$ cat config.mk
export PLATFORM = sky130hd
export DESIGN_NAME = burst_write_seq
export DESIGN_NICKNAME = d
export VERILOG_FILES = /design/src/rtl/bsq_pkg.sv /design/src/rtl/bsq_clkgen.sv /design/src/rtl/bsq_ctrl.sv /design/src/rtl/bsq_datapath.sv /design/src/rtl/burst_write_seq.sv
export SDC_FILE = /design/constraint.sdc
export NUM_CORES = 1
export LEC_CHECK = 0
export BUFFER_PORTS_ARGS = -buffer_cell sky130_fd_sc_hd__buf_2
export CORE_UTILIZATION = 61
export CTS_BUF_LIST = sky130_fd_sc_hd__clkbuf_2 sky130_fd_sc_hd__clkbuf_4 sky130_fd_sc_hd__clkbuf_8
export DETAILED_ROUTE_END_ITERATION = 8
export PLACE_DENSITY_LB_ADDON = 0.1
export SYNTH_ARGS = -nofsm -noshare
export SYNTH_HDL_FRONTEND = slang
export SYNTH_SLANG_ARGS = --single-unit
$ cat constraint.sdc
create_clock -name clk -period 5.9 [get_ports clk]
set_input_delay 0 -clock clk [delete_from_list [all_inputs] [get_ports clk]]
set_output_delay 0 -clock clk [all_outputs]
set_load 0.03 [all_outputs]
$ cat src/rtl/bsq_pkg.sv
package bsq_pkg;

  typedef enum logic [2:0] {
    ST_IDLE  = 3'd0,
    ST_ADDR  = 3'd1,
    ST_LAT   = 3'd2,
    ST_BEAT1 = 3'd3,
    ST_BEAT2 = 3'd4
  } bsq_state_e;

  // Raise a configuration value to its legal floor.
  function automatic logic [7:0] raise_to_floor(input logic [7:0] raw, input logic [7:0] floor_v);
    return (raw < floor_v) ? floor_v : raw;
  endfunction

  // Number of system cycles the bus clock stays low within one tick.
  function automatic logic [7:0] low_phases(input logic [7:0] ratio);
    return ratio - (ratio >> 1);
  endfunction

endpackage

$ cat src/rtl/bsq_clkgen.sv
module bsq_clkgen #(
  parameter int CFG_W = 4
) (
  input  logic             clk,
  input  logic             rst_n,
  input  logic             start,
  input  logic             run,
  input  logic [CFG_W-1:0] ratio,
  output logic             bus_clk,
  output logic             tick_end
);
  import bsq_pkg::*;

  logic [CFG_W-1:0] phase;
  logic [7:0]       phase_nx;
  logic [7:0]       low_len;

  assign low_len  = low_phases(8'(ratio));
  assign phase_nx = 8'(phase) + 8'd1;
  assign tick_end = run && (8'(phase) == 8'(ratio) - 8'd1);

  always_ff @(posedge clk or negedge rst_n) begin
    if (!rst_n) begin
      phase   <= '0;
      bus_clk <= 1'b0;
    end else if (start || !run || tick_end) begin
      phase   <= '0;
      bus_clk <= 1'b0;
    end else begin
      phase   <= phase + 1'b1;
      bus_clk <= (phase_nx >= low_len);
    end
  end

  p_phase_range_r2: assert property (@(posedge clk) disable iff (!rst_n)
    run |-> (8'(phase) < 8'(ratio)));

  p_clk_low_idle_r2: assert property (@(posedge clk) disable iff (!rst_n)
    (!run && !start) |=> !bus_clk);

endmodule

$ cat src/rtl/bsq_ctrl.sv
module bsq_ctrl #(
  parameter int CFG_W   = 4,
  parameter int MIN_DIV = 2,
  parameter int MIN_LAT = 2
) (
  input  logic             clk,
  input  logic             rst_n,
  input  logic [CFG_W-1:0] cfg_div,
  input  logic [CFG_W-1:0] cfg_lat,
  input  logic             cfg_burst,
  input  logic             in_valid,
  input  logic             tick_end,
  output logic             in_ready,
  output logic             cs_n,
  output logic             adv_n,
  output logic             run,
  output logic             start,
  output logic [CFG_W-1:0] ratio_q,
  output logic             cap_first,
  output logic             drive_first,
  output logic             take_second,
  output logic             finish
);
  import bsq_pkg::*;

  bsq_state_e       state;
  logic [CFG_W-1:0] lat_q;
  logic [CFG_W-1:0] lat_left;
  logic             burst_q;
  logic             second_slot;
  logic             lat_done;

  assign second_slot = (state == ST_BEAT1) && burst_q && tick_end;
  assign in_ready    = (state == ST_IDLE) || second_slot;
  assign cap_first   = (state == ST_IDLE) && in_valid;
  assign take_second = second_slot && in_valid;
  assign lat_done    = (state == ST_LAT) && tick_end && (lat_left == '0);
  assign drive_first = lat_done;
  assign finish      = tick_end && ((state == ST_BEAT2) ||
                                    ((state == ST_BEAT1) && !take_second));
  assign run         = (state != ST_IDLE);
  assign start       = cap_first;

  always_ff @(posedge clk or negedge rst_n) begin
    if (!rst_n) begin
      state    <= ST_IDLE;
      cs_n     <= 1'b1;
      adv_n    <= 1'b1;
      ratio_q  <= CFG_W'(MIN_DIV);
      lat_q    <= CFG_W'(MIN_LAT);
      lat_left <= '0;
      burst_q  <= 1'b0;
    end else begin
      case (state)
        ST_IDLE: if (cap_first) begin
          state   <= ST_ADDR;
          cs_n    <= 1'b0;
          adv_n   <= 1'b0;
          ratio_q <= CFG_W'(raise_to_floor(8'(cfg_div), 8'(MIN_DIV)));
          lat_q   <= CFG_W'(raise_to_floor(8'(cfg_lat), 8'(MIN_LAT)));
          burst_q <= cfg_burst;
        end
        ST_ADDR: if (tick_end) begin
          state    <= ST_LAT;
          adv_n    <= 1'b1;
          lat_left <= lat_q - 1'b1;
        end
        ST_LAT: if (tick_end) begin
          if (lat_done) state <= ST_BEAT1;
          else          lat_left <= lat_left - 1'b1;
        end
        ST_BEAT1: if (tick_end) begin
          if (take_second) state <= ST_BEAT2;
          else begin
            state <= ST_IDLE;
            cs_n  <= 1'b1;
          end
        end
        ST_BEAT2: if (tick_end) begin
          state <= ST_IDLE;
          cs_n  <= 1'b1;
        end
        default: state <= ST_IDLE;
      endcase
    end
  end

  p_ready_busy_r8: assert property (@(posedge clk) disable iff (!rst_n)
    (state inside {ST_ADDR, ST_LAT, ST_BEAT2}) |-> !in_ready);

  p_adv_in_cs_r3: assert property (@(posedge clk) disable iff (!rst_n)
    !adv_n |-> !cs_n);

  p_adv_on_cs_fall_r3: assert property (@(posedge clk) disable iff (!rst_n)
    $fell(cs_n) |-> !adv_n);

  p_cfg_hold_r9: assert property (@(posedge clk) disable iff (!rst_n)
    (state != ST_IDLE) |=> ($stable(ratio_q) && $stable(lat_q) && $stable(burst_q)));

  p_cs_release_idle_r11: assert property (@(posedge clk) disable iff (!rst_n)
    $rose(cs_n) |-> (state == ST_IDLE));

endmodule

$ cat src/rtl/bsq_datapath.sv
module bsq_datapath #(
  parameter int DATA_W = 16
) (
  input  logic              clk,
  input  logic              rst_n,
  input  logic [DATA_W-1:0] in_data,
  input  logic              cap_first,
  input  logic              drive_first,
  input  logic              take_second,
  input  logic              finish,
  output logic [DATA_W-1:0] bus_data
);

  logic [DATA_W-1:0] held;

  always_ff @(posedge clk or negedge rst_n) begin
    if (!rst_n) begin
      held     <= '0;
      bus_data <= '0;
    end else begin
      if (cap_first) held <= in_data;
      if (finish)           bus_data <= '0;
      else if (take_second) bus_data <= in_data;
      else if (drive_first) bus_data <= held;
    end
  end

  p_data_cleared_r5: assert property (@(posedge clk) disable iff (!rst_n)
    finish |=> (bus_data == '0));

  p_first_beat_word_r5: assert property (@(posedge clk) disable iff (!rst_n)
    drive_first |=> (bus_data == $past(held)));

endmodule

$ cat src/rtl/burst_write_seq.sv
module burst_write_seq #(
  parameter int DATA_W  = 16,
  parameter int ADDR_W  = 16,
  parameter int CFG_W   = 4,
  parameter int MIN_DIV = 2,
  parameter int MIN_LAT = 2
) (
  input  logic              clk,
  input  logic              rst_n,
  input  logic [CFG_W-1:0]  cfg_div,
  input  logic [CFG_W-1:0]  cfg_lat,
  input  logic              cfg_burst,
  input  logic              in_valid,
  input  logic [DATA_W-1:0] in_data,
  output logic              in_ready,
  output logic              bus_clk,
  output logic              bus_cs_n,
  output logic              bus_adv_n,
  output logic [ADDR_W-1:0] bus_addr,
  output logic [DATA_W-1:0] bus_data
);

  logic             run;
  logic             start;
  logic             tick_end;
  logic [CFG_W-1:0] ratio_q;
  logic             cap_first;
  logic             drive_first;
  logic             take_second;
  logic             finish;

  assign bus_addr = '0;

  bsq_ctrl #(.CFG_W(CFG_W), .MIN_DIV(MIN_DIV), .MIN_LAT(MIN_LAT)) u_ctrl (
    .clk(clk), .rst_n(rst_n),
    .cfg_div(cfg_div), .cfg_lat(cfg_lat), .cfg_burst(cfg_burst),
    .in_valid(in_valid), .tick_end(tick_end), .in_ready(in_ready),
    .cs_n(bus_cs_n), .adv_n(bus_adv_n), .run(run), .start(start),
    .ratio_q(ratio_q), .cap_first(cap_first), .drive_first(drive_first),
    .take_second(take_second), .finish(finish)
  );

  bsq_clkgen #(.CFG_W(CFG_W)) u_clkgen (
    .clk(clk), .rst_n(rst_n), .start(start), .run(run),
    .ratio(ratio_q), .bus_clk(bus_clk), .tick_end(tick_end)
  );

  bsq_datapath #(.DATA_W(DATA_W)) u_data (
    .clk(clk), .rst_n(rst_n), .in_data(in_data),
    .cap_first(cap_first), .drive_first(drive_first),
    .take_second(take_second), .finish(finish), .bus_data(bus_data)
  );

  p_data_stable_r10: assert property (@(posedge clk) disable iff (!rst_n)
    $rose(bus_clk) |-> ($stable(bus_data) && $stable(bus_adv_n)));

  p_clk_only_in_cs_r2: assert property (@(posedge clk) disable iff (!rst_n)
    bus_clk |-> !bus_cs_n);

endmodule

After elaboration in Yosys (flattened, before gate mapping). Cells that the tools add are included.

Add/subtract/negate cells: 6. Multipliers: 0. Div/mod/pow operators: 0. Magnitude comparators: 3. Equal/unequal tests: 13. Shift operators: 0. Mux-type cells: 25. Bitwise logic cells: 0. Reduce and logical (&&, ||, !) cells: 27.

Operators by type and width (count): $mux W16 (3); $mux W4 (6); $mux W3 (7); $pmux W3 S5 (1); $ne A2 B1 Y1 const B (5); $logic_and A1 B1 Y1 (9); $reduce_bool A3 Y1 (3); $eq A4 B8 Y1 (1); $ge A8 B8 Y1 (1); $lt A4 B2 Y1 const B (2); $pmux W4 S2 (1); $sub A4 B1 Y4 const B (2); $eq A3 B2 Y1 const B (2); $ne A2 B2 Y1 const B (3); $reduce_and A6 Y1 (1); $add A4 B1 Y5 const B (1); $mux W1 (5); $reduce_and A5 Y1 (1); $sub A4 B1 Y5 const B (1); $sub A4 B3 Y5 (1); $add A4 B1 Y4 const B (1); $logic_not A4 Y1 (1); $logic_or A1 B1 Y1 (4); $reduce_and A4 Y1 (1); other kinds (9) (11).

Register bits: 55. Bits in latches: 0. RAM bits: 0. ROM bits: 0. Bits of input ports: 28. Output and inout port bits: 36. Word-level logic and storage cells: 85. Memories: 0.

Depth between registers and ports, before layout. Gate-level depths: netlist of the first run.

Depth after elaboration: 10. Mapped depth: 10. Gate-level depth less buffers: 10.

Modules after synthesis. A second synthesis of the first run with hierarchy kept.

Cell total of the unflattened synthesis: 276. Area total of the unflattened synthesis: 3154.3 um2.

By module, submodules not included: bsq_datapath (times used 1, cells an instance 105, area each 1482.7 um2, sequential area each 800.8 um2); bsq_ctrl (times used 1, cells an instance 101, area each 1008.5 um2, sequential area each 455.4 um2); bsq_clkgen (times used 1, cells an instance 53, area each 539.3 um2, sequential area each 125.1 um2); burst_write_seq (times used 1, cells an instance 17, area each 123.9 um2, sequential area each 0.0 um2).

Worst setup path after synthesis of the first run. Ideal clock, no wire load.

Kind: register -> register. From: reg u_ctrl.ratio_q[1]. To: reg u_ctrl.lat_left[0]. Setup time: 125 ps. Arrival: 2463 ps. Required time: 5775 ps. Path slack: 3312 ps. Stages on the path, launching flop included: 8. Path buffers: 0. Clock period less this slack: 2588 ps. Path through: dfstp_2 > inv_1 > ha_1 > xnor2_1 > a2111o_1 > nor3_4 > or3b_1 > mux2_4.

Cells in the longest elaborated chain, start to end: 7. Elaborated cells on any way between the ends: 9. Those cells by class: 1 x add/sub; 4 x eq/ne; 4 x reduce/logical.

RTL lines: start, declared (RTL line bsq_ctrl.sv:18) `output logic [CFG_W-1:0] ratio_q,`; start signal, assigned (RTL line bsq_ctrl.sv:49) `ratio_q <= CFG_W'(MIN_DIV);`; start signal, assigned (RTL line bsq_ctrl.sv:59) `ratio_q <= CFG_W'(raise_to_floor(8'(cfg_div), 8'(MIN_DIV)));`; $sub A4 B1 Y5 (*) (RTL line bsq_clkgen.sv:20) `assign tick_end = run && (8'(phase) == 8'(ratio) - 8'd1);`; $eq A4 B8 Y1 (*) (RTL line bsq_clkgen.sv:20); $logic_and A1 B1 Y1 (*) (RTL line bsq_clkgen.sv:20); $logic_and A1 B1 Y1 (2 in a row) (RTL line bsq_ctrl.sv:37) `assign lat_done = (state == ST_LAT) && tick_end && (lat_left == '0);`; $ne A2 B2 Y1 (no source line); $reduce_and A4 Y1 (no source line) (*); end signal, assigned (RTL line bsq_ctrl.sv:66) `lat_left <= lat_q - 1'b1;`; end signal, assigned (RTL line bsq_ctrl.sv:70) `else lat_left <= lat_left - 1'b1;`; end, declared (RTL line bsq_ctrl.sv:28) `logic [CFG_W-1:0] lat_left;`.

Mark *: on every way between the ends. The rest lies on a longest branch, timed or not. A chain may end at the register's enable or synchronous reset.

Worst setup path in the final report of the first run. Ends and elaborated chain as after synthesis.

==> results of run 1 <==
-- Yosys cell counts, drive strengths merged --
master / count / share of area
dfrtp: 51 / 0.44
dfstp: 4 / 0.036
o31a: 1 / 0.0030
inv: 15 / 0.019
xnor2: 10 / 0.030
nand3: 3 / 0.0051
nor4: 4 / 0.011
nand2b: 3 / 0.0064
xor2: 4 / 0.012
or2: 1 / 0.0021
a311oi: 1 / 0.0030
nand2: 86 / 0.11
o311ai: 2 / 0.0060
ha: 14 / 0.060
fa: 1 / 0.0068
o31ai: 1 / 0.0026
a22oi: 16 / 0.041
a21oi: 7 / 0.012
mux2: 1 / 0.0051
o21bai: 1 / 0.0026
nand4: 3 / 0.0064
nor2: 14 / 0.018
conb: 1 / 0.0013
a31oi: 1 / 0.0021
or4: 1 / 0.0026
nor3: 5 / 0.012
a2111o: 1 / 0.0038
nor2b: 5 / 0.011
or3b: 1 / 0.0030
a221oi: 1 / 0.0030
o21ai: 20 / 0.034
nand3b: 1 / 0.0026
o2111ai: 1 / 0.0030
clkbuf: 7 / 0.0090
a2111oi: 1 / 0.0030
buf: 20 / 0.049
mux2i: 3 / 0.010
a22o: 1 / 0.0030
and2: 2 / 0.0043
a21boi: 1 / 0.0026
nor3b: 2 / 0.0068
-- registers in the layout, summed over array words and instances, names as in the netlist --
register / count
u_clkgen.bus_clk: 1
u_clkgen.phase: 4
u_ctrl.adv_n: 1
u_ctrl.burst_q: 1
u_ctrl.cs_n: 1
u_ctrl.lat_left: 4
u_ctrl.lat_q: 4
u_ctrl.ratio_q: 4
u_ctrl.state: 3
u_data.bus_data: 16
u_data.held: 16
-- metrics by stage --
stage               hold WS [ns]  setup slack, ns  total power, mW
CTS                      0.04038            3.114            1.851
global placement          0.1695            3.203            1.586
floorplan                -0.2956            3.312            1.397
global route              0.1146            3.019            2.007
detailed placement        0.1694            3.135            1.625
finish                   0.08782            3.112            1.849
-- path summary, 6_finish.rpt --
kind                                                start                             end  slack, ns
max                         u_ctrl.ratio_q[1]$_DFFE_PN1P_  u_ctrl.lat_left[0]$_DFFE_PN0P_       3.11
min                                            cfg_div[0]   u_ctrl.ratio_q[0]$_DFFE_PN0P_       0.09
max reg2reg                 u_ctrl.ratio_q[1]$_DFFE_PN1P_  u_ctrl.lat_left[0]$_DFFE_PN0P_       3.11
min reg2reg                u_data.bus_data[5]$_DFFE_PN0P_  u_data.bus_data[5]$_DFFE_PN0P_       0.47
max in group asynchronous                           rst_n  u_data.bus_data[2]$_DFFE_PN0P_       5.09
min in group asynchronous                           rst_n     u_ctrl.state[0]$_DFFE_PN0P_       0.36
-- routing by layer --
metal	vias up	share of wire
met4	0	0.0023
met2	64	0.50
met1	1126	0.45
met3	2	0.046
li1	1175	-
met5	-	0
-- layout make-up --
type / count / area (um^2)
Fill cell: 327 / 979.7
Tap cell: 52 / 65.06
Clock buffer: 6 / 76.32
Inverter: 15 / 56.30
Clock inverter: 2 / 16.27
Multi-Input combinational cell: 236 / 1384
Timing Repair Buffer: 76 / 515.5
Sequential cell: 55 / 1381
-- power by group through the flow --
stage	Combinational (mW)	Clock, mW	Sequential [mW]
CTS	0.943	0.218	0.689
global placement	0.893	0	0.692
detailed placement	0.928	0	0.697
finish	0.944	0.213	0.692
global route	1.06	0.232	0.717
floorplan	0.613	0	0.784
-- logic make-up (layout without fill, tap and decap cells) --
group                      count (synthesis)  in the layout  share of synthesized area
DFF                                       55             55                     0.4718
AOI/OAI and AO/OA                         56             56                     0.1248
xor gates and xnor gates                  14             14                    0.04188
adders and majority gates                 15             15                    0.06667
other                                      1             16                   0.001281
muxes                                      4              4                    0.01538
buffers and inverters                     42             99                    0.07692
and+or+nand+nor                          131            131                     0.2013
-- critical path, stage by stage (launching register included) --
cell and delay (ns):
dfstp_2 0.58, inv_1 0.10, ha_1 0.32, xnor2_1 0.15
a2111o_1 0.48, nor3_4 0.29, or3b_1 0.45, mux2_4 0.32
==> qor.csv, run 1 <==
stage,metric,value,unit
placement,dpl-instance-area,3152,um^2
floorplanning,die_x,71.28,um
setup_path,crit_path_end_kind,flip-flop,
global_routing,grt-busiest-layer,met2,
synth,synth_area,2928,um^2
routing,vias,2367,
outcome,violations,design-rule violations,
power_and_ir_drop,p_int,1.015,mW
floorplanning,start_util,0.6544,
sta,period_minus_slack,2.788,ns
routing,drtIter0Drc,163,
sta,rsz0062_at_grt,false,
setup_path,worstPathArrival,2.98,ns
global_routing,grt_pass1_vias,2345,
outcome,outcome,"finished, violations left",
sta,hold_violations,0,
global_routing,overflow,0,
clock_network,clock_latency,0.30,ns
sta,tightest_slew,1.070,ns
floorplanning,ios,64,
power_and_ir_drop,switching_share,0.4510,
sta,fmax,358.6,MHz
routing,drt_first_pass_iters,7,
clock_network,cts.sinks,55,
clock_network,cts_buffers,5,
global_routing,gr-usage-all-layers,0.2621,
clock_network,clkTransAtPathRegs,0.10,ns
floorplanning,die_h,71.28,um
sta,fin_tns_setup,0,ns
clock_network,cts.htree.levels,2,
setup_path,worstSetupPathType,reg2reg,
placement,portBuffers,47,
clock_network,post-cts-setup-buffer-count,0,
final_layout,stdcell_count,442,
worst_hold_path,hold_class,in2reg,
global_routing,antenna_found_initial,0,
global_routing,met3_usage,0.04079,
job,max_cap_viol_count,0,
power_and_ir_drop,powerDensity,529.1,nW/um^2
final_layout,final_common_cell,nand2_1,
final_layout,fin_area,3495,um^2
synth,synth_cell_types,46,
floorplanning,core.rowCount,24,
final_layout,antenna_cells,0,
routing,remaining_drc_errors,3,
synth,avgSynthCellArea,9.207,um^2
synth,synth_cells,318,
final_layout,layout-drive-gt1-share,0.1769,
power_and_ir_drop,combPwrFrac,0.511,
final_layout,syn_to_final_growth,19.36,%
global_routing,grtUsageMet2,0.4624,
routing,wirelength,6.033,mm
final_layout,final_cell_mix,"nand2_1, dfrtp_1, buf_2",
worst_hold_path,holdPathStages,3,
synth,yosysSeqAreaShare,0.4718,
power_and_ir_drop,p_leak,1.710,nW
setup_path,r2r_cells,7,
global_routing,grt_start_max_net_pins,56,
sta,drv_slew,0,
clock_network,root_buffer,clkbuf_8,
sta,timing.slew.headroom,0.2864,
floorplanning,core-area,4474,um^2
setup_path,worst-path-max-fanout,8,
global_routing,grt_pass1_wl,10.54,mm
sta,fin_crit_sh,0.4726,
clock_network,cts_buffer_depth,2,
power_and_ir_drop,power_switching,0.8340,mW
routing,ant_nets,0,
sta,finalClockSkew,0.007102,ns
synth,ys_warn_count,0,
synth,ys_ff_latch,55,
setup_path,cp.required,6.09,ns
routing,vias_per_cell,5.355,
routing,wl_per_cell,13.65,um
placement,dp.cells,409,
clock_network,holdBufCountCts,25,
global_routing,gr-usage-met1,0.3514,
power_and_ir_drop,peakVddDrop,0.3414,mV
clock_network,cts_tree,done,
floorplanning,die_area,5081,um^2
final_layout,final_util,0.7810,
power_and_ir_drop,power.share.sequential,0.374,
placement,place_congestion,0.8211,
placement,dpl.hpwl,3.933,mm
setup_path,start_kind,flip-flop,
sta,setup_violations,0,
power_and_ir_drop,clkPwrFrac,0.115,
final_layout,nNetsFinal,432,
clock_network,ctsResizeCount,0,
Power figures use the tool's default switching activity.
==> run 2: changes to the inputs <==
Settings changed: ABC_AREA set to 1, CORE_UTILIZATION 61 to 57.
Clock period 5.9 ns to 2.9 ns, I/O delays scaled along.
==> qor.csv, run 2 <==
stage,metric,value,unit,change
outcome,outcome,"finished, final reports clean",,
routing,wirelength,7.135,mm,+18%
placement,place_congestion,0.8624,,+5.0%
sta,drv_slew,0,,unchanged
power_and_ir_drop,clkPwrFrac,0.147,,+0.032
routing,ant_nets,0,,unchanged
synth,ys_ff_latch,55,,unchanged
final_layout,fin_area,3802,um^2,+8.8%
final_layout,antenna_cells,0,,unchanged
power_and_ir_drop,power.share.sequential,0.344,,-0.030
global_routing,antenna_found_initial,0,,unchanged
setup_path,crit_path_end_kind,output pin,,
setup_path,path_common_cell,nand2_1,,
floorplanning,start_util,0.6075,,-0.04681
clock_network,cts_buffer_depth,2,,unchanged
global_routing,grt_start_max_net_pins,33,,-41%
clock_network,cts.sinks,55,,unchanged
routing,drtIter0Drc,171,,+4.9%
synth,synth_cells,424,,+33%
sta,timing.slew.headroom,0.4793,,+0.1929
placement,portBuffers,47,,unchanged
power_and_ir_drop,power_switching,1.634,mW,+96%
routing,vias,2899,,+22%
placement,dp.cells,533,,+30%
floorplanning,die_area,5921,um^2,+17%
final_layout,syn_to_final_growth,18.76,%,
clock_network,cts_tree,done,,
floorplanning,core.rowCount,26,,+8.3%
routing,remaining_drc_errors,0,,-3
setup_path,critPathMaxStageDelay,0.58,ns,about the same
clock_network,holdBufCountCts,26,,+4.0%
placement,dpl-instance-area,3425,um^2,+8.7%
sta,finalClockSkew,0.006021,ns,-0.001080 ns
clock_network,post-cts-setup-buffer-count,0,,unchanged
setup_path,worstPathArrival,2.47,ns,-0.51 ns
synth,avgSynthCellArea,7.551,um^2,-18%
floorplanning,die_h,76.95,um,+8.0%
synth,synth_cell_types,29,,-37%
global_routing,gr-usage-all-layers,0.2651,,+0.002946
synth,synth_area,3202,um^2,+9.4%
floorplanning,die_x,76.95,um,+8.0%
clock_network,root_buffer,clkbuf_8,,
synth,async_flop_share,1.000,,unchanged
sta,period_minus_slack,2.474,ns,
clock_network,cts_buffers,5,,unchanged
setup_path,cp.buffers_inverters,4,,+3
sta,fin_tns_setup,0,ns,unchanged
sta,fin_crit_sh,0.8532,,
placement,dpl.hpwl,4.848,mm,+23%
sta,fmax,404.2,MHz,
floorplanning,core-area,5270,um^2,+18%
worst_hold_path,hold_class,in2async,,
synth,ys_top_cells_by_area,"dfrtp_1, nand2_1, ha_1, buf_4, nand4_1",,
final_layout,nNetsFinal,539,,+25%
power_and_ir_drop,peakVddDrop,0.5278,mV,+55%
final_layout,final_cell_mix,"nand2_1, dfrtp_1, buf_2",,
setup_path,cpMaxStageDelayCell,dfstp_2,,
setup_path,worst-path-max-fanout,21,,+13
clock_network,ctsResizeCount,0,,unchanged
setup_path,cp.required,2.90,ns,-3.19 ns
global_routing,grt_pass1_vias,2790,,+19%
power_and_ir_drop,switching_share,0.4503,,-0.0006691
clock_network,cts.htree.levels,2,,unchanged
floorplanning,ios,64,,unchanged
synth,synth_top_area_cell,dfrtp_1,,
power_and_ir_drop,p_leak,2.152,nW,+26%
sta,hold_violations,0,,unchanged
synth,yosysSeqAreaShare,0.4314,,-0.04038
synth,synth_ff_type,dfrtp_1,,
synth,yosysTopAreaCellShare,0.3986,,-0.03730
final_layout,reg_top3,"u_data.bus_data x16, u_data.held x16",,
synth,ys_warn_count,0,,unchanged
routing,drt_first_pass_iters,4,,-3
power_and_ir_drop,combPwrFrac,0.509,,-0.002
setup_path,worstPathCellList,"inv_1, ha_1, nand2_1, inv_1, nor2_1, nand2_1, nor2_4, nand2_2, nor2_4, buf_4, nand2_1, nand2_1, buf_2",,
clock_network,clock_latency,0.31,ns,about the same
job,max_cap_viol_count,0,,unchanged
power_and_ir_drop,p_int,1.994,mW,+96%
setup_path,worstSetupPathType,reg2out,,
final_layout,stdcell_count,567,,+28%
final_layout,final_common_cell,nand2_1,,
synth,synth.most_common_cell,nand2_1,,
synth,synth_edf_count,0,,unchanged
setup_path,start_kind,flip-flop,,
routing,wl_per_cell,12.58,um,-7.8%
synth,yosys-top-cells-count,"nand2_1, dfrtp_1, inv_1",,
clock_network,clkTransAtPathRegs,0.10,ns,about the same
final_layout,layout-drive-gt1-share,0.1791,,+0.002151
routing,vias_per_cell,5.113,,-4.5%
setup_path,cpLargestDelayFamily,simple AND/OR/NAND/NOR gates,,
power_and_ir_drop,powerDensity,954.0,nW/um^2,+80%
sta,tightest_slew,0.7763,ns,-0.2942 ns
global_routing,overflow,0,,unchanged
sta,setup_violations,0,,unchanged
global_routing,grt_pass1_wl,12.49,mm,+19%
sta,rsz0062_at_grt,false,,
[run 2: cell count changes in the layout (fill, tap and decap cells not counted), sizes merged, moves of 3 or more]
cell / before / now
nand2: 86 / 195
inv: 16 / 36
a22oi: 16 / 0
nand4: 3 / 19
nor2: 14 / 24
xnor2: 10 / 0
nand3: 3 / 12
nor2b: 5 / 0
nor4: 4 / 0
mux2i: 3 / 0
nand2b: 3 / 0
[run 2: logic make-up after synthesis]
group / share of synthesized area
AND/OR/NAND/NOR: 0.3400
buffers and inverters: 0.1063
flip-flops: 0.4314
AO/OA/AOI/OAI: 0.04650
adder cells (fa/ha/maj): 0.06096
XOR/XNOR: 0.01368
other: 0.001171
[run 2: worst register-to-register path: stages (launching register included)]
cell	delay (ns)
dfstp_2	0.58
inv_1	0.09
ha_1	0.32
nand2_1	0.09
inv_1	0.04
nor2_1	0.08
nand2_1	0.09
nor2_4	0.11
nand2_2	0.07
nor2_4	0.09
buf_4	0.26
nand2_1	0.10
nand2_2	0.28
nand2_1	0.11
nand2_1	0.08
[run 2: layout make-up]
type                       instances  area, um^2
multi-input combinational        318        1536
fill                             420        1468
sequential                        55        1381
timing repair buffer              79       540.5
inverter                          37       138.9
tap                               70       87.58
clock buffer                       6       82.58
clock inverter                     2       35.03
[run 2: final timing paths]
path	cells past startpoint	to	startpoint	slack [ns]
min	2	u_clkgen.phase[1]$_DFF_PN0_	rst_n	0.22
max	13	in_ready	u_ctrl.ratio_q[1]$_DFFE_PN1P_	0.43
max in group asynchronous	3	u_ctrl.cs_n$_DFFE_PN1P_	rst_n	1.83
min reg2reg	2	u_data.bus_data[2]$_DFFE_PN0P_	u_data.bus_data[2]$_DFFE_PN0P_	0.47
min in group clk	5	u_data.bus_data[14]$_DFFE_PN0P_	in_valid	0.23
max reg2reg	14	u_data.bus_data[7]$_DFFE_PN0P_	u_ctrl.ratio_q[1]$_DFFE_PN1P_	0.46
[run 2: power by group through the flow]
stage                     logic [mW]  clock network [mW]  registers [mW]
after floorplan                 1.34                   0            1.32
after global placement          1.75                   0            1.25
after detailed placement        1.81                   0            1.26
after CTS                       1.85               0.544            1.24
after global routing            2.12               0.569            1.28
final                           1.85               0.533            1.25
[run 2: layer usage]
metal | GRT usage | part of all wire
met5 | 0 | 0
met4 | 0.06923 | 0.013
met3 | 0.05595 | 0.053
met2 | 0.4455 | 0.48
met1 | 0.3460 | 0.45
[run 2: per-stage QoR]
stage / worst slack, ns / utilization / total power [mW] / hold WS [ns]
6_report: 0.4257 / 0.7215 / 3.628 / 0.2207
3_5_place_dp: 0.4763 / 0.6498 / 3.067 / 0.03328
5_1_grt: 0.2200 / 0.7215 / 3.976 / 0.2521
3_3_place_gp: 0.5534 / 0.6498 / 3.005 / 0.01949
2_1_floorplan: 0.7686 / - / 2.660 / -0.2956
4_1_cts: 0.4341 / 0.7215 / 3.638 / 0.2155
